`config.mk`:
```
export PLATFORM = sky130hd
export DESIGN_NAME = dspace_decoder
export DESIGN_NICKNAME = d
export VERILOG_FILES = /design/src/rtl/dspace_pkg.sv /design/src/rtl/dspace_route.sv /design/src/rtl/dspace_gpr.sv /design/src/rtl/dspace_spec.sv /design/src/rtl/dspace_decoder.sv
export SDC_FILE = /design/constraint.sdc
export NUM_CORES = 1
export LEC_CHECK = 0
export BUFFER_PORTS_ARGS = -buffer_cell sky130_fd_sc_hd__buf_2
export CAP_MARGIN = 5
export CORE_MARGIN = 2
export CORE_UTILIZATION = 55
export DETAILED_ROUTE_END_ITERATION = 10
export PLACE_DENSITY = 0.77
export SYNTH_ARGS = -nofsm -noshare
export SYNTH_HDL_FRONTEND = slang
export SYNTH_SLANG_ARGS = --single-unit
```
`constraint.sdc`:
```
create_clock -name clk -period 19.5 [get_ports clk]
set_clock_uncertainty 0.2 [all_clocks]
set_input_delay 1.95 -clock clk [delete_from_list [all_inputs] [get_ports clk]]
set_output_delay 1.95 -clock clk [all_outputs]
set_load 0.03 [all_outputs]
```
`src/rtl/dspace_pkg.sv`:
```
package dspace_pkg;

  typedef enum logic [1:0] {
    TGT_GPR  = 2'd0,
    TGT_SPEC = 2'd1,
    TGT_MEM  = 2'd2
  } tgt_e;

  // order follows the port numbers of the top eight I/O ports
  typedef enum logic [2:0] {
    SR_EXT0  = 3'd0,
    SR_EXT1  = 3'd1,
    SR_EXT2  = 3'd2,
    SR_EXT3  = 3'd3,
    SR_JMP   = 3'd4,
    SR_SPL   = 3'd5,
    SR_SPH   = 3'd6,
    SR_FLAGS = 3'd7
  } sreg_e;

endpackage

```
`src/rtl/dspace_route.sv`:
```
module dspace_route
  import dspace_pkg::*;
#(
  parameter int AW      = 16,
  parameter int GPR_N   = 32,
  parameter int IO_N    = 64,
  parameter int IO_BASE = 32,
  localparam int GW     = $clog2(GPR_N),
  localparam int IOW    = $clog2(IO_N),
  localparam int SPEC_FIRST = IO_N - 8
) (
  input  logic           ls_req,
  input  logic           ls_we,
  input  logic [AW-1:0]  ls_addr,
  input  logic [7:0]     ls_wdata,
  input  logic           io_req,
  input  logic           io_we,
  input  logic [IOW-1:0] io_port,
  input  logic [7:0]     io_wdata,
  output logic           act,
  output logic           act_we,
  output logic [7:0]     act_wdata,
  output tgt_e           tgt,
  output logic [GW-1:0]  gpr_idx,
  output sreg_e          sr_sel,
  output logic [AW-1:0]  fwd_addr
);

  logic           ls_in_gpr;
  logic           ls_in_io;
  logic           via_io;
  logic [IOW-1:0] port;

  always_comb begin
    ls_in_gpr = ls_addr < AW'(GPR_N);
    ls_in_io  = !ls_in_gpr && (ls_addr < AW'(GPR_N + IO_N));
    // load/store always wins; the port-access side only drives when it is alone
    port      = ls_req ? (ls_addr[IOW-1:0] - IOW'(GPR_N)) : io_port;
    via_io    = ls_req ? ls_in_io : 1'b1;
    act       = ls_req | io_req;
    act_we    = ls_req ? ls_we : io_we;
    act_wdata = ls_req ? ls_wdata : io_wdata;
    gpr_idx   = ls_addr[GW-1:0];
    sr_sel    = sreg_e'(port[2:0] - 3'(SPEC_FIRST));

    if (ls_req && ls_in_gpr)
      tgt = TGT_GPR;
    else if (via_io && (port >= IOW'(SPEC_FIRST)))
      tgt = TGT_SPEC;
    else
      tgt = TGT_MEM;

    fwd_addr = via_io ? (AW'(IO_BASE) + {{(AW-IOW){1'b0}}, port}) : ls_addr;
  end

endmodule

```
`src/rtl/dspace_gpr.sv`:
```
module dspace_gpr #(
  parameter int GPR_N = 32,
  localparam int GW   = $clog2(GPR_N)
) (
  input  logic          clk,
  input  logic          rst_n,
  input  logic          wr_en,
  input  logic [GW-1:0] idx,
  input  logic [7:0]    wdata,
  output logic [7:0]    rdata
);

  logic [7:0] regs [GPR_N];

  for (genvar g = 0; g < GPR_N; g++) begin : g_reg
    logic [7:0] nxt;
    logic       hit;

    always_comb begin
      hit = wr_en && (idx == GW'(g));
      nxt = hit ? wdata : regs[g];
    end

    always_ff @(posedge clk or negedge rst_n) begin
      if (!rst_n) regs[g] <= 8'h00;
      else if (hit) regs[g] <= nxt;
    end
  end

  assign rdata = regs[idx];

  p_gpr_write_r1: assert property (@(posedge clk) disable iff (!rst_n)
    wr_en |=> regs[$past(idx)] == $past(wdata));

endmodule

```
`src/rtl/dspace_spec.sv`:
```
module dspace_spec
  import dspace_pkg::*;
#(
  parameter bit HAS_EXT0  = 1'b1,
  parameter bit HAS_EXT1  = 1'b1,
  parameter bit HAS_EXT2  = 1'b1,
  parameter bit HAS_EXT3  = 1'b1,
  parameter bit HAS_SP_HI = 1'b1
) (
  input  logic             clk,
  input  logic             rst_n,
  input  logic             wr_en,
  input  sreg_e            sel,
  input  logic [7:0]       wdata,
  output logic [7:0]       rdata,
  output logic [15:0]      sp_o,
  output logic [7:0]       flags_o,
  output logic [23:0]      jmp_o,
  output logic [3:0][23:0] ext_o
);

  localparam bit [3:0] EXT_EN = {HAS_EXT3, HAS_EXT2, HAS_EXT1, HAS_EXT0};

  // extended-address bytes, each only present when enabled
  for (genvar k = 0; k < 4; k++) begin : g_ext
    if (EXT_EN[k]) begin : g_on
      logic [7:0] q;
      logic [7:0] d;
      logic       en;
      always_comb begin
        en = wr_en && (sel == sreg_e'(3'(k)));
        d  = en ? wdata : q;
      end
      always_ff @(posedge clk or negedge rst_n) begin
        if (!rst_n) q <= 8'h00;
        else if (en) q <= d;
      end
      assign ext_o[k] = {q, 16'h0000};
    end else begin : g_off
      assign ext_o[k] = 24'h000000;
    end
  end

  // indirect-jump extension, always present
  logic [7:0] jmp_q, jmp_d;
  logic       jmp_en;
  always_comb begin
    jmp_en = wr_en && (sel == SR_JMP);
    jmp_d  = jmp_en ? wdata : jmp_q;
  end
  always_ff @(posedge clk or negedge rst_n) begin
    if (!rst_n) jmp_q <= 8'h00;
    else if (jmp_en) jmp_q <= jmp_d;
  end
  assign jmp_o = {jmp_q, 16'h0000};

  // stack pointer low byte
  logic [7:0] spl_q, spl_d;
  logic       spl_en;
  always_comb begin
    spl_en = wr_en && (sel == SR_SPL);
    spl_d  = spl_en ? wdata : spl_q;
  end
  always_ff @(posedge clk or negedge rst_n) begin
    if (!rst_n) spl_q <= 8'h00;
    else if (spl_en) spl_q <= spl_d;
  end

  // stack pointer high byte
  logic [7:0] sph_val;
  if (HAS_SP_HI) begin : g_sph
    logic [7:0] q, d;
    logic       en;
    always_comb begin
      en = wr_en && (sel == SR_SPH);
      d  = en ? wdata : q;
    end
    always_ff @(posedge clk or negedge rst_n) begin
      if (!rst_n) q <= 8'h00;
      else if (en) q <= d;
    end
    assign sph_val = q;
  end else begin : g_no_sph
    assign sph_val = 8'h00;
  end
  assign sp_o = {sph_val, spl_q};

  // status flags
  logic [7:0] flg_q, flg_d;
  logic       flg_en;
  always_comb begin
    flg_en = wr_en && (sel == SR_FLAGS);
    flg_d  = flg_en ? wdata : flg_q;
  end
  always_ff @(posedge clk or negedge rst_n) begin
    if (!rst_n) flg_q <= 8'h00;
    else if (flg_en) flg_q <= flg_d;
  end
  assign flags_o = flg_q;

  always_comb begin
    case (sel)
      SR_EXT0:  rdata = ext_o[0][23:16];
      SR_EXT1:  rdata = ext_o[1][23:16];
      SR_EXT2:  rdata = ext_o[2][23:16];
      SR_EXT3:  rdata = ext_o[3][23:16];
      SR_JMP:   rdata = jmp_q;
      SR_SPL:   rdata = spl_q;
      SR_SPH:   rdata = sph_val;
      default:  rdata = flg_q;
    endcase
  end

  p_spl_keeps_hi_r7: assert property (@(posedge clk) disable iff (!rst_n)
    (wr_en && sel == SR_SPL) |=> (sp_o[7:0] == $past(wdata)) &&
                                 (sp_o[15:8] == $past(sp_o[15:8])));

  p_sph_gate_r8: assert property (@(posedge clk) disable iff (!rst_n)
    (wr_en && sel == SR_SPH) |=>
      sp_o[15:8] == (HAS_SP_HI ? $past(wdata) : $past(sp_o[15:8])));

  p_flags_load_r9: assert property (@(posedge clk) disable iff (!rst_n)
    (wr_en && sel == SR_FLAGS) |=> flags_o == $past(wdata));

  p_ext_low_zero_r5: assert property (@(posedge clk) disable iff (!rst_n)
    (ext_o[0][15:0] == 16'h0) && (ext_o[3][15:0] == 16'h0) && (jmp_o[15:0] == 16'h0));

endmodule

```
`src/rtl/dspace_decoder.sv`:
```
module dspace_decoder
  import dspace_pkg::*;
#(
  parameter int AW        = 16,
  parameter int GPR_N     = 32,
  parameter int IO_N      = 64,
  parameter int IO_BASE   = 32,
  parameter bit HAS_EXT0  = 1'b1,
  parameter bit HAS_EXT1  = 1'b1,
  parameter bit HAS_EXT2  = 1'b1,
  parameter bit HAS_EXT3  = 1'b1,
  parameter bit HAS_SP_HI = 1'b1,
  localparam int GW       = $clog2(GPR_N),
  localparam int IOW      = $clog2(IO_N)
) (
  input  logic             clk,
  input  logic             rst_n,
  input  logic             ls_req,
  input  logic             ls_we,
  input  logic [AW-1:0]    ls_addr,
  input  logic [7:0]       ls_wdata,
  output logic             ls_ack,
  output logic [7:0]       ls_rdata,
  input  logic             io_req,
  input  logic             io_we,
  input  logic [IOW-1:0]   io_port,
  input  logic [7:0]       io_wdata,
  output logic             io_ack,
  output logic [7:0]       io_rdata,
  output logic             mem_valid,
  output logic             mem_we,
  output logic [AW-1:0]    mem_addr,
  output logic [7:0]       mem_wdata,
  input  logic             mem_ready,
  input  logic [7:0]       mem_rdata,
  output logic [15:0]      sp_o,
  output logic [7:0]       flags_o,
  output logic [23:0]      jmp_o,
  output logic [3:0][23:0] ext_o
);

  // reset: asserted asynchronously, released after two clock edges
  logic rst_meta, rst_sync;
  always_ff @(posedge clk or negedge rst_n) begin
    if (!rst_n) begin
      rst_meta <= 1'b0;
      rst_sync <= 1'b0;
    end else begin
      rst_meta <= 1'b1;
      rst_sync <= rst_meta;
    end
  end

  logic          act, act_we;
  logic [7:0]    act_wdata;
  tgt_e          tgt;
  logic [GW-1:0] gpr_idx;
  sreg_e         sr_sel;
  logic [AW-1:0] fwd_addr;

  dspace_route #(
    .AW(AW), .GPR_N(GPR_N), .IO_N(IO_N), .IO_BASE(IO_BASE)
  ) u_route (
    .ls_req(ls_req), .ls_we(ls_we), .ls_addr(ls_addr), .ls_wdata(ls_wdata),
    .io_req(io_req), .io_we(io_we), .io_port(io_port), .io_wdata(io_wdata),
    .act(act), .act_we(act_we), .act_wdata(act_wdata), .tgt(tgt),
    .gpr_idx(gpr_idx), .sr_sel(sr_sel), .fwd_addr(fwd_addr)
  );

  logic       gpr_wr, sr_wr, done;
  logic [7:0] gpr_rd, sr_rd, rd_mux;

  always_comb begin
    gpr_wr = act && act_we && (tgt == TGT_GPR);
    sr_wr  = act && act_we && (tgt == TGT_SPEC);
    done   = act && ((tgt != TGT_MEM) || mem_ready);
    case (tgt)
      TGT_GPR:  rd_mux = gpr_rd;
      TGT_SPEC: rd_mux = sr_rd;
      default:  rd_mux = mem_rdata;
    endcase
  end

  dspace_gpr #(.GPR_N(GPR_N)) u_gpr (
    .clk(clk), .rst_n(rst_sync), .wr_en(gpr_wr), .idx(gpr_idx),
    .wdata(act_wdata), .rdata(gpr_rd)
  );

  dspace_spec #(
    .HAS_EXT0(HAS_EXT0), .HAS_EXT1(HAS_EXT1), .HAS_EXT2(HAS_EXT2),
    .HAS_EXT3(HAS_EXT3), .HAS_SP_HI(HAS_SP_HI)
  ) u_spec (
    .clk(clk), .rst_n(rst_sync), .wr_en(sr_wr), .sel(sr_sel),
    .wdata(act_wdata), .rdata(sr_rd), .sp_o(sp_o), .flags_o(flags_o),
    .jmp_o(jmp_o), .ext_o(ext_o)
  );

  assign ls_ack    = ls_req && done;
  assign io_ack    = !ls_req && io_req && done;
  assign ls_rdata  = rd_mux;
  assign io_rdata  = rd_mux;
  assign mem_valid = act && (tgt == TGT_MEM);
  assign mem_we    = act_we;
  assign mem_addr  = fwd_addr;
  assign mem_wdata = act_wdata;

  p_ls_wins_r11: assert property (@(posedge clk) disable iff (!rst_sync)
    (ls_req && io_req) |-> !io_ack);

  p_one_ack_r11: assert property (@(posedge clk) disable iff (!rst_sync)
    $onehot0({ls_ack, io_ack}));

  p_gpr_local_r1: assert property (@(posedge clk) disable iff (!rst_sync)
    (ls_req && ls_addr < AW'(GPR_N)) |-> (ls_ack && !mem_valid));

  p_high_to_mem_r3: assert property (@(posedge clk) disable iff (!rst_sync)
    (ls_req && ls_addr >= AW'(GPR_N + IO_N)) |-> (mem_valid && mem_addr == ls_addr));

  p_bus_hold_r3: assert property (@(posedge clk) disable iff (!rst_sync)
    (mem_valid && !mem_ready) |=> (mem_valid && $stable(mem_addr)));

endmodule

```
; Word level (Yosys, flattened, before mapping)
; Index checks and enable logic that the tools add are counted.
[totals]
wordCells = 160
register_bits = 322
out_inout_bits = 188
input_bits = 53
[classes]
bitwise_logic = 2
n_lt_le_gt_ge = 4
addsub = 2
reduce_logical = 57
mux = 12
eq_ne = 41
[op_table]
columns = operator, n
row1 = $eq 5x5->1 const B, 16
row2 = $pmux 8 s7, 1
row3 = $logic_and 1x1->1, 51
row4 = $bmux 8 s5, 1
row5 = $eq 5x4->1 const B, 8
row6 = $mux 8, 3
row7 = $eq 5x3->1 const B, 4
row8 = $lt 16x6->1 const B, 1
row9 = $lt 16x7->1 const B, 1
row10 = $mux 16, 1
row11 = $pmux 8 s2, 1
row12 = $eq 3x3->1 const B, 4
row13 = $ge 6x6->1 const B, 2
row14 = $eq 5x2->1 const B, 2
row15 = $add 6x6->7 const A, 1
row16 = $eq 3x2->1 const B, 2
row17 = $mux 6, 1
row18 = $not 5->6, 1
row19 = $sub 6x6->6 const B, 1
row20 = $eq 5x1->1 const B, 1
row21 = $logic_not 5->1, 1
row22 = $mux 2, 2
row23 = $eq 3x1->1 const B, 1
row24 = $logic_not 3->1, 1
row25 = 8 further kinds, 10

; Depth between registers and ports, before layout
[logic_depth]
word_depth = 11
depth_mapped = 9
depth_no_buf = 6

; By module
; A second synthesis with hierarchy kept.
[hier_totals]
hier_cells = 1235
area_unflattened_um2 = 16473.3
[by_module_without_submodules]
columns = module, seq_area_each_um2, instances, area_each_um2, cells_per_inst
row1 = dspace_gpr, 6406.1, 1, 12050.3, 833
row2 = dspace_spec, 1601.5, 1, 3657.3, 305
row3 = dspace_route, 0.0, 1, 417.9, 51
row4 = dspace_decoder, 50.0, 1, 347.8, 46

; Worst setup path before layout
; Ideal clock, no wire load.
[synth_timing]
kind = input to output
from = in ls_addr[0]
to = out ls_rdata[6]
stages = 9
t_arrival_ps = 4174
path_slack_ps = 13176
required_time_ps = 17350
path_cell_list = buf_4 > buf_6 > mux2i_1 > inv_1 > a31oi_1 > a21oi_1 > o32ai_1 > o221ai_1 > buf_4
[synth_between]
elab_chain_cells = 9
elab_cells_between_ends = 27
[synth_lines]
columns = item, line_no
row1 = start: declaration, dspace_decoder.sv:20  ; input logic [AW-1:0] ls_addr,
row2 = branches (longest 8 deep; another with $sub 6x6->6), --
row3 = $pmux 8 s2 (*), dspace_decoder.sv:77  ; case (tgt)
row4 = end: declaration, dspace_decoder.sv:23  ; output logic [7:0] ls_rdata,
; Mark *: on every way between the ends. The select of a mux whose other input is x is not followed.

; Final worst setup path
[layout_timing]
from = in ls_req
to = out ls_rdata[3]
[layout_between]
elab_chain_cells = 7
elab_cells_between_ends = 18
[layout_lines]
columns = item, line_no
row1 = start: declaration, dspace_decoder.sv:18  ; input logic ls_req,
row2 = $mux 6, dspace_route.sv:38  ; port = ls_req ? (ls_addr[IOW-1:0] - IOW'(GPR_N)) : io_port;
row3 = $ge 6x6->1, dspace_route.sv:48  ; else if (via_io && (port >= IOW'(SPEC_FIRST)))
row4 = $logic_and 1x1->1, dspace_route.sv:48
row5 = $mux 2, dspace_route.sv:48
row6 = $mux 2, dspace_route.sv:46  ; if (ls_req && ls_in_gpr)
row7 = $eq 2x1->1 or $logic_not 2->1 (tied branches), dspace_decoder.sv:77
row8 = $pmux 8 s2 (*), dspace_decoder.sv:77
; Every way passes the cells marked *; elsewhere a longest branch is shown, timed or not.

==> impl_metrics.csv <==
group,metric,value,unit
timing,max_slew.worst_pin.slew,1020,ps
logic_synthesis,synth.area.mux_share,32.1,%
global_routing,grt_use_total,27.8,%
timing,period_minus_slack,7420,ps
finish,areaGrowthSynthToFinish,11.3,%
worst_setup_path,critPathSlowestCell,"mux2i_2",
placed_design,gp_congestion,0.886,
finish,layout.nets,1354,
logic_synthesis,synth_compound_area_share,5.90,%
worst_hold_path,min_from,"rst_meta",
finish,fillCellCount,2218,
clock_tree,clkSlewWorstSetupHoldPaths,50,ps
logic_synthesis,synth_fa_ha_area_share,0,%
logic_synthesis,syn_area,16300,µm²
routing,routed_wl,42500,µm
worst_setup_path,worst-setup-path-type,"in2out",
timing,maxSlewViolCount,0,
logic_synthesis,synth_cell_type_count,60,
worst_setup_path,arrival,5270,ps
worst_setup_path,path_common_cell,"buf_2",
clock_tree,cts_sinks,322,
worst_hold_path,hp-class,"reg2reg",
worst_setup_path,cp-start-kind,"input port",
timing,hold_ws,147,ps
routing,detail-route-antenna-nets,0,
clock_tree,postCtsSetupRepairBufs,0,
worst_setup_path,cp.required,17350,ps
logic_synthesis,synth_edf_count,0,
timing,fin_tns_setup,0,ps
power_and_ir_drop,p_sw_share,26.5,%
clock_tree,cts_hold_buf,0,
logic_synthesis,ys_seq_area_share,49.6,%
logic_synthesis,synth-simple-area-share,5.97,%
placed_design,portBuffers,160,
floorplanning,ioPinCount,241,
timing,min_period_over_period,38.1,%
logic_synthesis,synth_cells,1175,
logic_synthesis,ys_warn_count,0,
power_and_ir_drop,p_sw,0.000402,W
logic_synthesis,synth_top_family_by_area,"multiplexers",
power_and_ir_drop,power_frac_seq,45.5,%
global_routing,grt_pass1_vias,10600,
power_and_ir_drop,p_clk_share,43.1,%
clock_tree,clockBufferDepth,3,
routing,first_pass_iters,5,
routing,avgRoutedWirePerCell,24.9,µm
finish,seq_area,8060,µm²
timing,hold_viol,0,
floorplanning,fp.dieH,176,µm
timing,setup_viol,0,
worst_hold_path,min_to,"rst_sync",
placed_design,pre_cts_slack,12230,ps
finish,fin_cells,1708,
clock_tree,clk_latency,500,ps
clock_tree,htreeDepth,2,
worst_setup_path,critPathMaxFanout,48,
worst_setup_path,reg2reg_from,"rst_sync",
status,status,"complete, no violations",
floorplanning,dieArea,30900,µm²
global_routing,grt_max_degree,181,
floorplanning,fp.coreArea,28900,µm²
routing,drt_iter0_markers,918,
power_and_ir_drop,p_comb_share,11.3,%
timing,setup_ws,12080,ps
logic_synthesis,synthFlopType,"dfrtp_1",
timing,maxSlewHeadroom,29.9,%
routing,drcViolationCount,0,
timing,fmax,135,MHz
worst_setup_path,slowest_delay,560,ps
power_and_ir_drop,internal_power,0.00111,W
worst_hold_path,min_path_cells,0,
worst_setup_path,reg2regPathDepth,1,
logic_synthesis,ys_ff_latch,322,
power_and_ir_drop,power.density,83.9,nW/µm²
finish,multi_input_area,7460,µm²
worst_setup_path,endpoint_kind,"output pin",
global_routing,antenna_found_initial,2,
logic_synthesis,synth-xor-area-share,0.0539,%
power_and_ir_drop,irDropWorstVdd,0.0000572,V
placed_design,dp.cells,1648,
logic_synthesis,avgSynthCellArea,13.8,µm²
global_routing,grt_pass1_wl,65200,µm
placed_design,hpwlAfterDp,28400,µm
worst_setup_path,rrSetupSlack,17350,ps
power_and_ir_drop,leakage,9.24,nW
worst_setup_path,r2r-end,"u_gpr.regs[111]",
power_and_ir_drop,p_total,0.00152,W
timing,rsz0062_at_grt,"no",
clock_tree,cts_inserted_buffers,35,
worst_setup_path,path_cells,"buf_2 > buf_4 > mux2i_2 > clkinv_1 > nor2_2 > a221oi_1 > o311ai_1 > a221o_1 > buf_2",
routing,vias_per_cell,6.20,
clock_tree,root_buffer,"clkbuf_16",
floorplanning,rows,62,
finish,drive_gt1_share,48.3,%
logic_synthesis,async_flop_share,100,%
job,maxCapViolCount,0,
routing,routed-via-count,10600,
global_routing,grt.overflow.total,0,
clock_tree,cts_resized,0,
floorplanning,chipWidth,176,µm
floorplanning,start_util,56.2,%
clock_tree,cts_tree,"yes",
[area by class of cell]
cell class                      instances  area share (%)
Multi-Input combinational cell        758            41.2
Antenna cell                            1          0.0138
Clock buffer                           52            5.76
Clock inverter                          7           0.484
Sequential cell                       322            44.6
Timing Repair Buffer                  173            5.05
Tap cell                              384            2.66
Inverter                               11           0.228
[how the worst max path moves through the flow]
stage               cells past startpoint       endpoint  slack, ps      from
finish                                  9    ls_rdata[3]      12080    ls_req
global route                            9    ls_rdata[3]      11980    ls_req
floorplan                               0  u_gpr.regs[0]       9660  rst_sync
global placement                        9    ls_rdata[1]      12250    ls_req
CTS                                     9    ls_rdata[5]      12220    ls_req
detailed placement                      9    ls_rdata[1]      12230    ls_req
[metal layers]
metal / vias up / GRT usage (%) / part of all wire, %
met3: 108 / 5.32 / 6.5
li1: 4451 / - / -
met4: 2 / 11.3 / 4.0
met5: - / 0 / 0.038
met2: 449 / 46.1 / 49
met1: 5576 / 36.4 / 40
[Yosys cell counts, drive strengths merged, types with 2 or more instances]
master	instances	share of area [%]
o21a	2	0.092
and3	5	0.19
a221oi	26	1.4
inv	9	0.21
o32ai	2	0.11
nor3	8	0.55
a32oi	6	0.32
nand4	4	0.25
nor2b	5	0.19
nor3b	2	0.092
a221o	8	0.49
o311ai	6	0.32
buf	113	5.0
a21o	6	0.28
conb	2	0.046
mux2	331	23
and2	14	0.54
mux4	53	7.3
nor4	5	0.65
a21oi	9	0.28
o21ai	9	0.28
nor2	42	1.2
clkbuf	50	1.2
nand3b	3	0.14
a22o	8	0.43
dfrtp	322	50
nand3	5	0.15
or2	3	0.12
nand2b	5	0.19
clkinv	2	0.046
and3b	2	0.11
a22oi	21	0.97
a222oi	2	0.12
a31oi	9	0.35
nand2	35	1.4
mux2i	29	1.8
[power groups by stage]
stage                     clock network [W]  registers, W  logic [W]
final                              0.000654      0.000690   0.000172
after global routing               0.000690      0.000691   0.000182
after CTS                          0.000664      0.000690   0.000172
after detailed placement                  0      0.000702   0.000172
after global placement                    0      0.000702   0.000170
after floorplan                           0      0.000725   0.000108
[worst max-delay path: cells and delay by family]
family	cells	cell delay, ps
AND/OR/NAND/NOR	1	480
AO/OA/AOI/OAI	3	1100
multiplexers	1	560
buffers and inverters	4	1150
[stage by stage]
step | util, % | area, µm²
floorplan | - | 16600
global placement | 58.6 | 17000
detailed placement | 58.6 | 17000
CTS | 62.5 | 18100
global route | 62.5 | 18100
finish | 62.5 | 18100
[flip-flops by register name, indices dropped and copies added, names as in the netlist]
name / count
u_spec.spl_q: 8
rst_sync: 1
u_spec.flags_o: 8
u_gpr.regs: 256
u_spec.g_ext.g_on.q: 32
rst_meta: 1
u_spec.g_sph.q: 8
u_spec.jmp_q: 8
[kinds of logic after synthesis]
logic type / after synthesis
AOI/OAI and AO/OA: 122
xor gates and xnor gates: 1
buffers and inverters: 174
DFF: 322
muxes: 413
other: 2
and+or+nand+nor: 141
[cells in the final DEF (no fill, tap or decap), types with 6 or more instances in the layout]
master	synthesis	final
a22oi_1	21	21
mux2i_1	28	28
nand2_4	12	12
a31oi_1	9	9
clkbuf_16	0	37
o311ai_1	6	6
mux4_2	53	53
mux2_1	15	15
inv_1	9	9
a21oi_1	9	9
clkbuf_8	0	6
conb_1	2	81
buf_4	93	13
o21ai_0	8	8
a221oi_1	26	26
a22o_1	8	8
a21o_1	6	6
dfrtp_1	322	321
mux2_2	316	316
a221o_1	8	8
buf_2	11	159
nor2_1	28	28
nor2_2	14	14
clkbuf_1	50	9
and2_1	14	14
nand2_1	19	19
a32oi_1	6	6
Power figures use the tool's default switching activity.
